[config.mk]
export PLATFORM = sky130hd
export DESIGN_NAME = tod_counter
export DESIGN_NICKNAME = d
export VERILOG_FILES = /design/src/rtl/tod_pkg.sv /design/src/rtl/tod_accum.sv /design/src/rtl/tod_step.sv /design/src/rtl/tod_regs.sv /design/src/rtl/tod_counter.sv
export SDC_FILE = /design/constraint.sdc
export NUM_CORES = 1
export LEC_CHECK = 0
export ABC_AREA = 0
export BUFFER_PORTS_ARGS = -buffer_cell sky130_fd_sc_hd__buf_2
export CAP_MARGIN = 10
export CORE_UTILIZATION = 35
export CTS_BUF_LIST = sky130_fd_sc_hd__clkbuf_16
export CTS_CLUSTER_DIAMETER = 120
export DETAILED_ROUTE_END_ITERATION = 10
export GPL_ROUTABILITY_DRIVEN = 0
export SKIP_LAST_GASP = 1
export SYNTH_ARGS = -nofsm -noshare
export SYNTH_HDL_FRONTEND = slang
export SYNTH_SLANG_ARGS = --single-unit
[constraint.sdc]
create_clock -name clk -period 3.5 [get_ports clk]
set_clock_uncertainty 0.1 [all_clocks]
set_input_delay 0.175 -clock clk [delete_from_list [all_inputs] [get_ports clk]]
set_output_delay 0.175 -clock clk [all_outputs]
set_load 0.03 [all_outputs]
[src/rtl/tod_pkg.sv]
package tod_pkg;
  localparam int REG_W     = 32;
  localparam int ADDR_W    = 3;
  localparam int PERIOD_W  = 10;
  localparam int PERIOD_LSB = 16;
  localparam int EN_BIT    = 2;
  localparam int BYP_BIT   = 3;
  localparam int SRST_BIT  = 5;

  typedef enum logic [ADDR_W-1:0] {
    A_CTRL  = 3'd0,
    A_TLO   = 3'd1,
    A_THI   = 3'd2,
    A_ADDND = 3'd3,
    A_ACCUM = 3'd4
  } reg_addr_e;
endpackage

[src/rtl/tod_accum.sv]
module tod_accum #(
  parameter int ACC_W = 32
) (
  input  logic             clk,
  input  logic             rst,
  input  logic             run,
  input  logic             clear,
  input  logic [ACC_W-1:0] addend,
  output logic [ACC_W-1:0] acc,
  output logic             carry
);
  logic [ACC_W:0] sum;

  assign sum   = {1'b0, acc} + {1'b0, addend};
  assign carry = sum[ACC_W];

  always_ff @(posedge clk) begin
    if (rst || clear) begin
      acc <= '0;
    end else if (run) begin
      acc <= sum[ACC_W-1:0];
    end
  end

  // the accumulator advances by the addend modulo 2^ACC_W
  a_r2_accum_adds: assert property (@(posedge clk) disable iff (rst)
    (run && !clear) |=> (acc == $past(acc) + $past(addend)));

  // soft reset empties the accumulator
  a_r5_accum_clear: assert property (@(posedge clk) disable iff (rst)
    clear |=> (acc == '0));
endmodule

[src/rtl/tod_step.sv]
module tod_step #(
  parameter int TIME_W   = 64,
  parameter int PERIOD_W = 10
) (
  input  logic                clk,
  input  logic                rst,
  input  logic                enable,
  input  logic                bypass,
  input  logic                clear,
  input  logic                carry,
  input  logic [PERIOD_W-1:0] period,
  input  logic                load,
  input  logic [TIME_W-1:0]   load_val,
  output logic [TIME_W-1:0]   count,
  output logic                tick
);
  logic step;

  assign step = enable && (bypass || carry);

  always_ff @(posedge clk) begin
    if (rst || clear) begin
      count <= '0;
      tick  <= 1'b0;
    end else if (load) begin
      count <= load_val;
      tick  <= 1'b0;
    end else if (step) begin
      count <= count + TIME_W'(period);
      tick  <= 1'b1;
    end else begin
      tick  <= 1'b0;
    end
  end

  // a disabled timer holds its time
  a_r4_hold: assert property (@(posedge clk) disable iff (rst)
    (!enable && !clear && !load) |=> ($stable(count) && !tick));

  // bypass steps by the period on every clock
  a_r3_bypass_step: assert property (@(posedge clk) disable iff (rst)
    (enable && bypass && !clear && !load) |=> (count == $past(count) + TIME_W'($past(period))));

  // soft reset clears the time
  a_r5_time_clear: assert property (@(posedge clk) disable iff (rst)
    clear |=> (count == '0 && !tick));

  // a high-half write loads the full value and suppresses the strobe
  a_r8_load_wins: assert property (@(posedge clk) disable iff (rst)
    (load && !clear) |=> (count == $past(load_val) && !tick));
endmodule

[src/rtl/tod_regs.sv]
module tod_regs
  import tod_pkg::*;
#(
  parameter int TIME_W = 64,
  parameter int ACC_W  = 32
) (
  input  logic                clk,
  input  logic                rst,
  input  logic                wr_en,
  input  logic                rd_en,
  input  logic [ADDR_W-1:0]   addr,
  input  logic [REG_W-1:0]    wdata,
  input  logic [TIME_W-1:0]   count,
  input  logic [ACC_W-1:0]    acc,
  output logic [REG_W-1:0]    rdata,
  output logic                enable,
  output logic                bypass,
  output logic                clear,
  output logic [PERIOD_W-1:0] period,
  output logic [ACC_W-1:0]    addend,
  output logic                load,
  output logic [TIME_W-1:0]   load_val
);
  localparam int HI_W = TIME_W - REG_W;

  logic [REG_W-1:0] ctrl_q;
  logic [REG_W-1:0] lo_stage_q;
  logic [HI_W-1:0]  hi_shadow_q;

  assign enable   = ctrl_q[EN_BIT];
  assign bypass   = ctrl_q[BYP_BIT];
  assign clear    = ctrl_q[SRST_BIT];
  assign period   = ctrl_q[PERIOD_LSB +: PERIOD_W];
  assign load     = wr_en && (addr == A_THI);
  assign load_val = {wdata[HI_W-1:0], lo_stage_q};

  always_ff @(posedge clk) begin
    if (rst) begin
      ctrl_q     <= '0;
      addend     <= '0;
      lo_stage_q <= '0;
    end else if (wr_en) begin
      case (addr)
        A_CTRL:  ctrl_q     <= wdata;
        A_TLO:   lo_stage_q <= wdata;
        A_ADDND: addend     <= wdata[ACC_W-1:0];
        default: ;
      endcase
    end
  end

  always_ff @(posedge clk) begin
    if (rst) begin
      rdata       <= '0;
      hi_shadow_q <= '0;
    end else if (rd_en) begin
      case (addr)
        A_CTRL:  rdata <= ctrl_q;
        A_TLO: begin
          rdata       <= count[REG_W-1:0];
          hi_shadow_q <= count[TIME_W-1:REG_W];
        end
        A_THI:   rdata <= REG_W'(hi_shadow_q);
        A_ADDND: rdata <= REG_W'(addend);
        A_ACCUM: rdata <= REG_W'(acc);
        default: rdata <= '0;
      endcase
    end
  end

  // a low-half read snapshots the high half
  a_r6_snapshot: assert property (@(posedge clk) disable iff (rst)
    (rd_en && addr == A_TLO) |=> (hi_shadow_q == $past(count[TIME_W-1:REG_W])));

  // read data holds between reads
  a_r10_rdata_hold: assert property (@(posedge clk) disable iff (rst)
    !rd_en |=> $stable(rdata));
endmodule

[src/rtl/tod_counter.sv]
module tod_counter
  import tod_pkg::*;
#(
  parameter int TIME_W = 64,
  parameter int ACC_W  = 32
) (
  input  logic              clk,
  input  logic              rst,
  input  logic              wr_en,
  input  logic              rd_en,
  input  logic [ADDR_W-1:0] addr,
  input  logic [REG_W-1:0]  wdata,
  output logic [REG_W-1:0]  rdata,
  output logic [TIME_W-1:0] time_now,
  output logic              tick
);
  logic                enable, bypass, clear, load, carry;
  logic [PERIOD_W-1:0] period;
  logic [ACC_W-1:0]    addend, acc;
  logic [TIME_W-1:0]   load_val;

  tod_regs #(.TIME_W(TIME_W), .ACC_W(ACC_W)) regs_i (
    .clk(clk), .rst(rst), .wr_en(wr_en), .rd_en(rd_en), .addr(addr),
    .wdata(wdata), .count(time_now), .acc(acc), .rdata(rdata),
    .enable(enable), .bypass(bypass), .clear(clear), .period(period),
    .addend(addend), .load(load), .load_val(load_val)
  );

  tod_accum #(.ACC_W(ACC_W)) accum_i (
    .clk(clk), .rst(rst), .run(enable && !bypass), .clear(clear),
    .addend(addend), .acc(acc), .carry(carry)
  );

  tod_step #(.TIME_W(TIME_W), .PERIOD_W(PERIOD_W)) step_i (
    .clk(clk), .rst(rst), .enable(enable), .bypass(bypass), .clear(clear),
    .carry(carry), .period(period), .load(load), .load_val(load_val),
    .count(time_now), .tick(tick)
  );

  // the strobe marks a step of exactly one period
  a_r2_tick_step: assert property (@(posedge clk) disable iff (rst)
    tick |-> (time_now == $past(time_now) + TIME_W'($past(period))));
endmodule

# Yosys cells after proc, flatten, opt, wreduce, memory -nomap -nowiden
# Cells that the tools add are included.
[classes]
addsub = 2
mul = 0
div_mod_pow = 0
n_lt_le_gt_ge = 0
n_eq_ne = 4
shifts = 0
muxes = 4
bitwise_logic = 0
reduce_logical = 13
[op_table]
columns = ["operator", "n"]
rows = [
  ["$pmux W32 S5", 1],
  ["$mux W64", 2],
  ["$add A64 B10 Y64", 1],
  ["$add A32 B32 Y33", 1],
  ["$reduce_and A2 Y1", 4],
  ["$eq A3 B2 Y1 const B", 2],
  ["$eq A3 B1 Y1 const B", 1],
  ["$eq A3 B3 Y1 const B", 1],
  ["$logic_and A1 B1 Y1", 3],
  ["$logic_not A3 Y1", 1],
  ["$logic_or A1 B1 Y1", 2],
  ["$reduce_bool A2 Y1", 1],
  ["$reduce_or A2 Y1", 1],
  ["$logic_not A1 Y1", 1],
  ["$mux W1", 1],
]
[totals]
register_bits = 257
latchBits = 0
mem_bits_rw = 0
romBits = 0
out_inout_bits = 97
wordCells = 31
n_memories = 0

# Longest topological paths before layout
# Gate-level depths: netlist (run 1).
[depth]
ltp_word = 5
depth_mapped = 13
depth_no_buf = 11

# Hierarchy
# From an unflattened synthesis (run 1), not the netlist that was laid out.
[unflattened]
cells_unflattened = 1780
hier_area_um2 = 14392.6
[modules_own_cells]
columns = ["module", "instances", "cells_per_inst", "area_each_um2"]
rows = [
  ["tod_regs", 1, 869, 7195.7],
  ["tod_step", 1, 558, 4376.7],
  ["tod_accum", 1, 352, 2806.4],
  ["tod_counter", 1, 1, 13.8],
]

# Worst setup path after synthesis (run 1)
# Ideal clock, no wire load.
[synth_path]
path_type = "flip-flop to flip-flop"
from = "register step_i.count[0]"
to = "register step_i.count[62]"
arrival_time_ns = 2.788
required_ns = 3.314
setup_slack_ns = 0.527
path_stages_with_launch = 14
n_path_buf = 2
cell_sequence = "dfxtp_1 -> ha_1 -> inv_1 -> fa_1 -> nor2b_1 -> o21ai_0 -> a21oi_1 -> o41ai_1 -> o21a_1 -> buf_2 -> buf_2 -> nor4_2 -> xnor2_1 -> a211oi_1"
[synth_via]
elab_chain_cells = 3
[synth_rtl]
columns = ["element", "line", "text"]
rows = [
  ["from (decl)", "tod_step.sv:14", "output logic [TIME_W-1:0] count,"],
  ["from (signal assigned)", "tod_step.sv:26", "count <= load_val;"],
  ["from (signal assigned)", "tod_step.sv:29", "count <= count + TIME_W'(period);"],
  ["$add A64 B10 Y64", "tod_step.sv:29", ""],
  ["$mux W64", "tod_step.sv:28", "end else if (step) begin"],
  ["$mux W64", "tod_step.sv:25", "end else if (load) begin"],
]
# Every way passes these cells. The select of a mux whose other input is x is not followed.
# A chain may end at the register's enable or synchronous reset.

# Final worst setup path (run 1)
[layout_path]
from = "register step_i.count[3]"
to = "register step_i.count[63]"
# The elaborated chain is that of the path after synthesis.

==> impl_metrics.env, run 1 <==
export IMPL_outcome="finished, final reports clean"
export IMPL_tightest_slew_ns=0.870
export IMPL_die_area_um2=38600
export IMPL_hold_class="in2reg"
export IMPL_final_hold_viol_count=0
export IMPL_die_w_um=196
export IMPL_io_pins=136
export IMPL_crit_arrival_ns=3.61
export IMPL_post_route_util=0.425
export IMPL_tns_ns=0
export IMPL_ys_ff_latch=257
export IMPL_clock_root_buffer="clkbuf_16"
export IMPL_peakVddDrop_mv=0.381
export IMPL_power_density_nw_per_um2=419
export IMPL_cts_resized=0
export IMPL_synth_avg_cell_area_um2=7.69
export IMPL_leakage_nw=5.78
export IMPL_ys_warn_count=0
export IMPL_async_reset_ff_frac=0
export IMPL_grt_pass1_wl_um=73100
export IMPL_cp_max_fo=6
export IMPL_ant_nets=0
export IMPL_hpwlAfterDp_um=33700
export IMPL_synth_cell_area_um2=13200
export IMPL_clkTransAtPathRegs_ns=0.06
export IMPL_antenna_found_initial=0
export IMPL_start_kind="flip-flop"
export IMPL_p_comb_frac=0.080
export IMPL_cp_end_kind="flip-flop"
export IMPL_vias_per_cell=5.46
export IMPL_h_tree_depth=1
export IMPL_port_buffers=135
export IMPL_power_internal_w=0.00486
export IMPL_seqPwrFrac=0.464
export IMPL_post_place_cells=2278
export IMPL_nNetsFinal=1923
export IMPL_syn_instance_count=1719
export IMPL_worst_skew_pair_late_latency_ns=0.56
export IMPL_area_delta_synth_final_pct=18.6
export IMPL_cts_buffers=28
export IMPL_synth_edf_count=0
export IMPL_path_class="reg2reg"
export IMPL_num_rows=70
export IMPL_grt_pass1_vias=11900
export IMPL_post_drt_wl_per_cell_um=20.2
export IMPL_antennaDiodeCount=0
export IMPL_clockBufferDepth=3
export IMPL_power_switching_w=0.00171
export IMPL_pre_cts_slack_ns=0.336
export IMPL_fp_coreArea_um2=36900
export IMPL_routed_wl_um=47700
export IMPL_grt_util_all_layers=0.245
export IMPL_dr_pass1_iters=6
export IMPL_grt_max_degree=149
export IMPL_cts_sinks=257
export IMPL_relSlewSlack=0.420
export IMPL_slew_violations=0
export IMPL_setup_viol=0
export IMPL_maxCapViolCount=0
export IMPL_drive_above_1_share=0.136
export IMPL_ys_types=69
export IMPL_cp_required_ns=3.84
export IMPL_grt_setup_unrepaired="false"
export IMPL_dr_total_vias=12900
export IMPL_die_h_um=196
export IMPL_final_cell_count_no_fill=2366
export IMPL_overflow=0
export IMPL_fmax_mhz=306
export IMPL_synth_nets=1802
export IMPL_min_period_over_period=0.934
export IMPL_synth_seq_area_share=0.389
export IMPL_min_period_ns=3.27
export IMPL_tritoncts="yes"
export IMPL_drt_iter0_markers=1318
export IMPL_drc=0
export IMPL_clkPwrFrac=0.455
export IMPL_r2r_slack_ns=0.23
export IMPL_initial_core_util=0.359
export IMPL_swShare=0.260
export IMPL_ys_flop_type="dfxtp_1"
export IMPL_layout_setup_ws_ns=0.230
## placed cells by master (no fill, tap or decap), types with 24 or more instances in the layout
cell type / count
nand2_1: 362
a21oi_1: 330
dfxtp_1: 257
buf_2: 134
nor2_1: 128
o21ai_0: 71
xnor2_1: 70
ha_1: 42
dlygate4sd3_1: 36
buf_4: 35
mux2i_1: 34
a22oi_1: 31
clkbuf_16: 29
inv_1: 24
## stage by stage
step | hold WS [ns] | power, W | area (µm²)
after floorplan | 0.184 | 0.00339 | 13200
after global placement | 0.339 | 0.00360 | 14400
after detailed placement | 0.344 | 0.00360 | 14400
after CTS | 0.0980 | 0.00659 | 15700
after global routing | 0.155 | 0.00676 | 15700
final | 0.118 | 0.00657 | 15700
## metal layers
metal  up-vias  wire length [µm]  track usage
li1       6214                 -            -
met1      6146             21200        0.346
met2       483             21900        0.386
met3        73              3360       0.0305
met4         0              1240       0.0775
met5         -                 0            0
## worst max-delay path, stage by stage, from the launching register on
cell	delay, ns
dfxtp_1	0.40
ha_1	0.39
nand3_1	0.11
o21bai_1	0.24
nor4_1	0.14
o311ai_1	0.71
o2111ai_1	0.28
buf_4	0.24
nor4_1	0.29
xnor2_1	0.17
a21oi_1	0.08
## Yosys cell counts (10+ instances only)
cell type,number,area [µm²]
nor2_1,129,484
a21o_1,11,82.6
a211oi_1,23,173
xnor2_1,70,613
ha_1,42,526
a21oi_1,330,1650
buf_2,13,65.1
inv_1,20,75.1
nor4_1,16,100
a22oi_1,31,233
nor3_1,25,125
nand2_1,363,1360
and2_1,10,62.6
clkbuf_1,92,345
dfxtp_1,257,5140
nand3_1,20,100
mux2i_1,34,340
xor2_1,11,96.3
o21ai_0,71,355
## flip-flops by register name, summed over array words and instances (netlist names)
register            cells
step_i.count           64
accum_i.acc            32
regs_i.addend          32
regs_i.ctrl_q          32
regs_i.hi_shadow_q     32
regs_i.lo_stage_q      32
regs_i.rdata           32
step_i.tick             1
## final cells by class
| type | count | area (µm²) |
|---|---|---|
| Timing Repair Buffer | 208 | 1350 |
| Clock buffer | 29 | 726 |
| Multi-Input combinational cell | 1325 | 7560 |
| Tap cell | 504 | 631 |
| Clock inverter | 23 | 190 |
| Sequential cell | 257 | 5140 |
| Fill cell | 3753 | 21200 |
| Inverter | 20 | 75.1 |
## cell families after synthesis
logic type               count (synthesis)  synth area share
AO/OA/AOI/OAI                          517             0.220
XOR/XNOR                                81            0.0536
adder cells (fa/ha/maj)                 44            0.0428
buffers and inverters                  137            0.0414
flip-flops                             257             0.389
multiplexers                            35            0.0274
AND/OR/NAND/NOR                        648             0.226
## repair_timing
item | CTS | global route
endpoints found under the hold margin | 130 | 0
hold buffers | 36 | 0
setup endpoints to repair | 0 | 0
buffers inserted | 0 | 0
## power by group through the flow
stage	registers [W]	logic, W	clock network, W
2_1_floorplan	0.00314	0.000248	0
3_3_place_gp	0.00311	0.000488	0
3_5_place_dp	0.00311	0.000490	0
4_1_cts	0.00305	0.000522	0.00302
5_1_grt	0.00305	0.000565	0.00314
6_report	0.00305	0.000527	0.00299
## final timing paths
check | startpoint | end | cells past startpoint
setup / recovery | step_i.count[3]$_SDFFE_PP0P_ | step_i.count[63]$_SDFFE_PP0P_ | 10
hold / removal | addr[2] | regs_i.addend[25]$_SDFFE_PP0P_ | 5
setup reg to reg | step_i.count[3]$_SDFFE_PP0P_ | step_i.count[63]$_SDFFE_PP0P_ | 10
hold reg to reg | regs_i.lo_stage_q[26]$_SDFFE_PP0P_ | regs_i.lo_stage_q[26]$_SDFFE_PP0P_ | 2
(Power assumes the default switching activity.)
==> run 2, diff against run 1 <==
BUFFER_PORTS_ARGS = -buffer_cell sky130_fd_sc_hd__buf_4   (was -buffer_cell sky130_fd_sc_hd__buf_2)
==> impl_metrics.env, run 2 (same netlist as run 1, synthesis figures left out) <==
export IMPL_outcome="finished, final reports clean"
export IMPL_critPathSlowestCell="fa_1"
export IMPL_r2r_slack_ns=0.32
export IMPL_dr_total_vias=13000
export IMPL_swShare=0.258
export IMPL_io_pins=136
export IMPL_seqPwrFrac=0.457
export IMPL_reg2reg_depth=11
export IMPL_overflow=0
export IMPL_final_common_cell="nand2_1"
export IMPL_hold_class="in2reg"
export IMPL_die_h_um=196
export IMPL_tritoncts="yes"
export IMPL_hold_depth=4
export IMPL_crit_arrival_ns=3.50
export IMPL_post_drt_wl_per_cell_um=20.4
export IMPL_fp_coreArea_um2=36900
export IMPL_tns_ns=0
export IMPL_hpwlAfterDp_um=34000
export IMPL_num_rows=70
export IMPL_min_period_over_period=0.908
export IMPL_ant_nets=0
export IMPL_vias_per_cell=5.48
export IMPL_final_hold_viol_count=0
export IMPL_port_buffers=135
export IMPL_start_kind="flip-flop"
export IMPL_cp_num_buf_inv=1
export IMPL_grt_util_all_layers=0.247
export IMPL_die_w_um=196
export IMPL_path_delay_family="compound AO/OA/AOI/OAI gates"
export IMPL_tightest_slew_ns=1.12
export IMPL_path_cells="ha_1 -> fa_1 -> a211oi_1 -> nor2_2 -> o2111ai_1 -> a31oi_2 -> o21ai_2 -> buf_12 -> nor3_1 -> xnor2_1 -> a21oi_1"
export IMPL_whs_ns=0.204
export IMPL_holdPathEnd="step_i.count[3]$_SDFFE_PP0P_"
export IMPL_power_density_nw_per_um2=417
export IMPL_final_cell_mix="362 x nand2_1, 330 x a21oi_1, 257 x dfxtp_1"
export IMPL_power_internal_w=0.00497
export IMPL_clkPwrFrac=0.460
export IMPL_slew_violations=0
export IMPL_nNetsFinal=1922
export IMPL_leakage_nw=5.82
export IMPL_fmax_mhz=315
export IMPL_worst_skew_pair_late_latency_ns=0.56
export IMPL_slowest_delay_ns=0.43
export IMPL_area_delta_synth_final_pct=21.4
export IMPL_grt_setup_unrepaired="false"
export IMPL_regMostFlops="step_i.count"
export IMPL_grt_pass1_vias=11900
export IMPL_antenna_found_initial=0
export IMPL_antennaDiodeCount=0
export IMPL_hold_start="addr[2]"
export IMPL_cp_required_ns=3.82
export IMPL_num_fill_cells=3804
export IMPL_power_switching_w=0.00172
export IMPL_initial_core_util=0.359
export IMPL_routed_wl_um=48200
export IMPL_reg2reg_to="step_i.count[15]$_SDFFE_PP0P_"
export IMPL_drc=0
export IMPL_reg2reg_from="accum_i.acc[0]$_SDFFE_PP0P_"
export IMPL_min_period_ns=3.18
export IMPL_cp_max_fo=27
export IMPL_peakVddDrop_mv=0.425
export IMPL_drive_above_1_share=0.137
export IMPL_relSlewSlack=0.256
export IMPL_cts_buffers=29
export IMPL_cp_end_kind="flip-flop"
export IMPL_dr_pass1_iters=5
export IMPL_cts_sinks=257
export IMPL_cts_resized=0
export IMPL_clockBufferDepth=3
export IMPL_h_tree_depth=1
export IMPL_clock_root_buffer="clkbuf_16"
export IMPL_grt_max_degree=133
export IMPL_p_comb_frac=0.083
export IMPL_maxCapViolCount=0
export IMPL_path_class="reg2reg"
export IMPL_drt_iter0_markers=1177
export IMPL_clkTransAtPathRegs_ns=0.06
export IMPL_largest_reg_flops=64
export IMPL_setup_viol=0
export IMPL_die_area_um2=38600
export IMPL_grt_pass1_wl_um=73700
export IMPL_post_cts_setup_buffers=0
==> run 2: changes by cell type in the layout (fill, tap and decap cells not counted), sizes merged <==
| cell | change |
|---|---|
| clkinv | -1 |
| bufinv | +1 |
| buf | -2 |
==> run 2: how the worst max path moves through the flow <==
stage,slack (ns),from,end,cells past startpoint
floorplan,0.53,step_i.count[0]$_SDFFE_PP0P_,step_i.count[62]$_SDFFE_PP0P_,13
global placement,0.43,step_i.count[3]$_SDFFE_PP0P_,step_i.count[63]$_SDFFE_PP0P_,10
detailed placement,0.37,accum_i.acc[0]$_SDFFE_PP0P_,step_i.count[15]$_SDFFE_PP0P_,11
CTS,0.33,accum_i.acc[0]$_SDFFE_PP0P_,step_i.count[15]$_SDFFE_PP0P_,11
global route,0.14,accum_i.acc[0]$_SDFFE_PP0P_,step_i.count[15]$_SDFFE_PP0P_,11
finish,0.32,accum_i.acc[0]$_SDFFE_PP0P_,step_i.count[15]$_SDFFE_PP0P_,11
==> run 2: power groups by stage <==
stage / combinational (W) / clock (W) / sequential, W
3_5_place_dp: 0.000516 / 0 / 0.00312
6_report: 0.000554 / 0.00308 / 0.00306
4_1_cts: 0.000550 / 0.00310 / 0.00305
3_3_place_gp: 0.000513 / 0 / 0.00312
2_1_floorplan: 0.000248 / 0 / 0.00314
5_1_grt: 0.000591 / 0.00323 / 0.00306
==> run 2: per-layer routing <==
layer / GRT usage / wire, µm / vias up
met3: 0.0303 / 3290 / 82
met5: 0 / 0 / -
met2: 0.401 / 22200 / 500
met4: 0.0579 / 1020 / 0
met1: 0.348 / 21700 / 6148
li1: - / - / 6236
==> run 2: what timing repair did <==
action | in CTS | in global routing
hold endpoints to repair | 149 | 0
setup endpoints to repair | 0 | 0
hold buffers | 36 | 0
==> run 2: layout make-up <==
type | count | area [µm²] | area share
multi-input cells | 1325 | 7560 | 0.471
flip-flops and latches | 257 | 5140 | 0.320
repair buffers | 206 | 1700 | 0.106
clock buffers | 29 | 726 | 0.0452
well taps | 504 | 631 | 0.0393
clock inverters | 23 | 221 | 0.0138
inverters | 20 | 75.1 | 0.00468
==> run 2: tightest hold or removal path, delay by kind of cell <==
kind	cells	cell delay, ns
and+or+nand+nor	2	0.37
buffers and inverters	1	0.13
AOI/OAI and AO/OA	1	0.11
==> run 2: metrics by stage <==
stage	cell area [µm²]	instances	utilization	worst slack [ns]	power, W
after floorplan	13200	1719	-	0.527	0.00339
after global placement	14700	2276	0.400	0.429	0.00363
after detailed placement	14700	2276	0.400	0.371	0.00363
after CTS	16100	2364	0.435	0.327	0.00671
after global routing	16100	2364	0.435	0.138	0.00688
final	16100	2364	0.435	0.323	0.00669
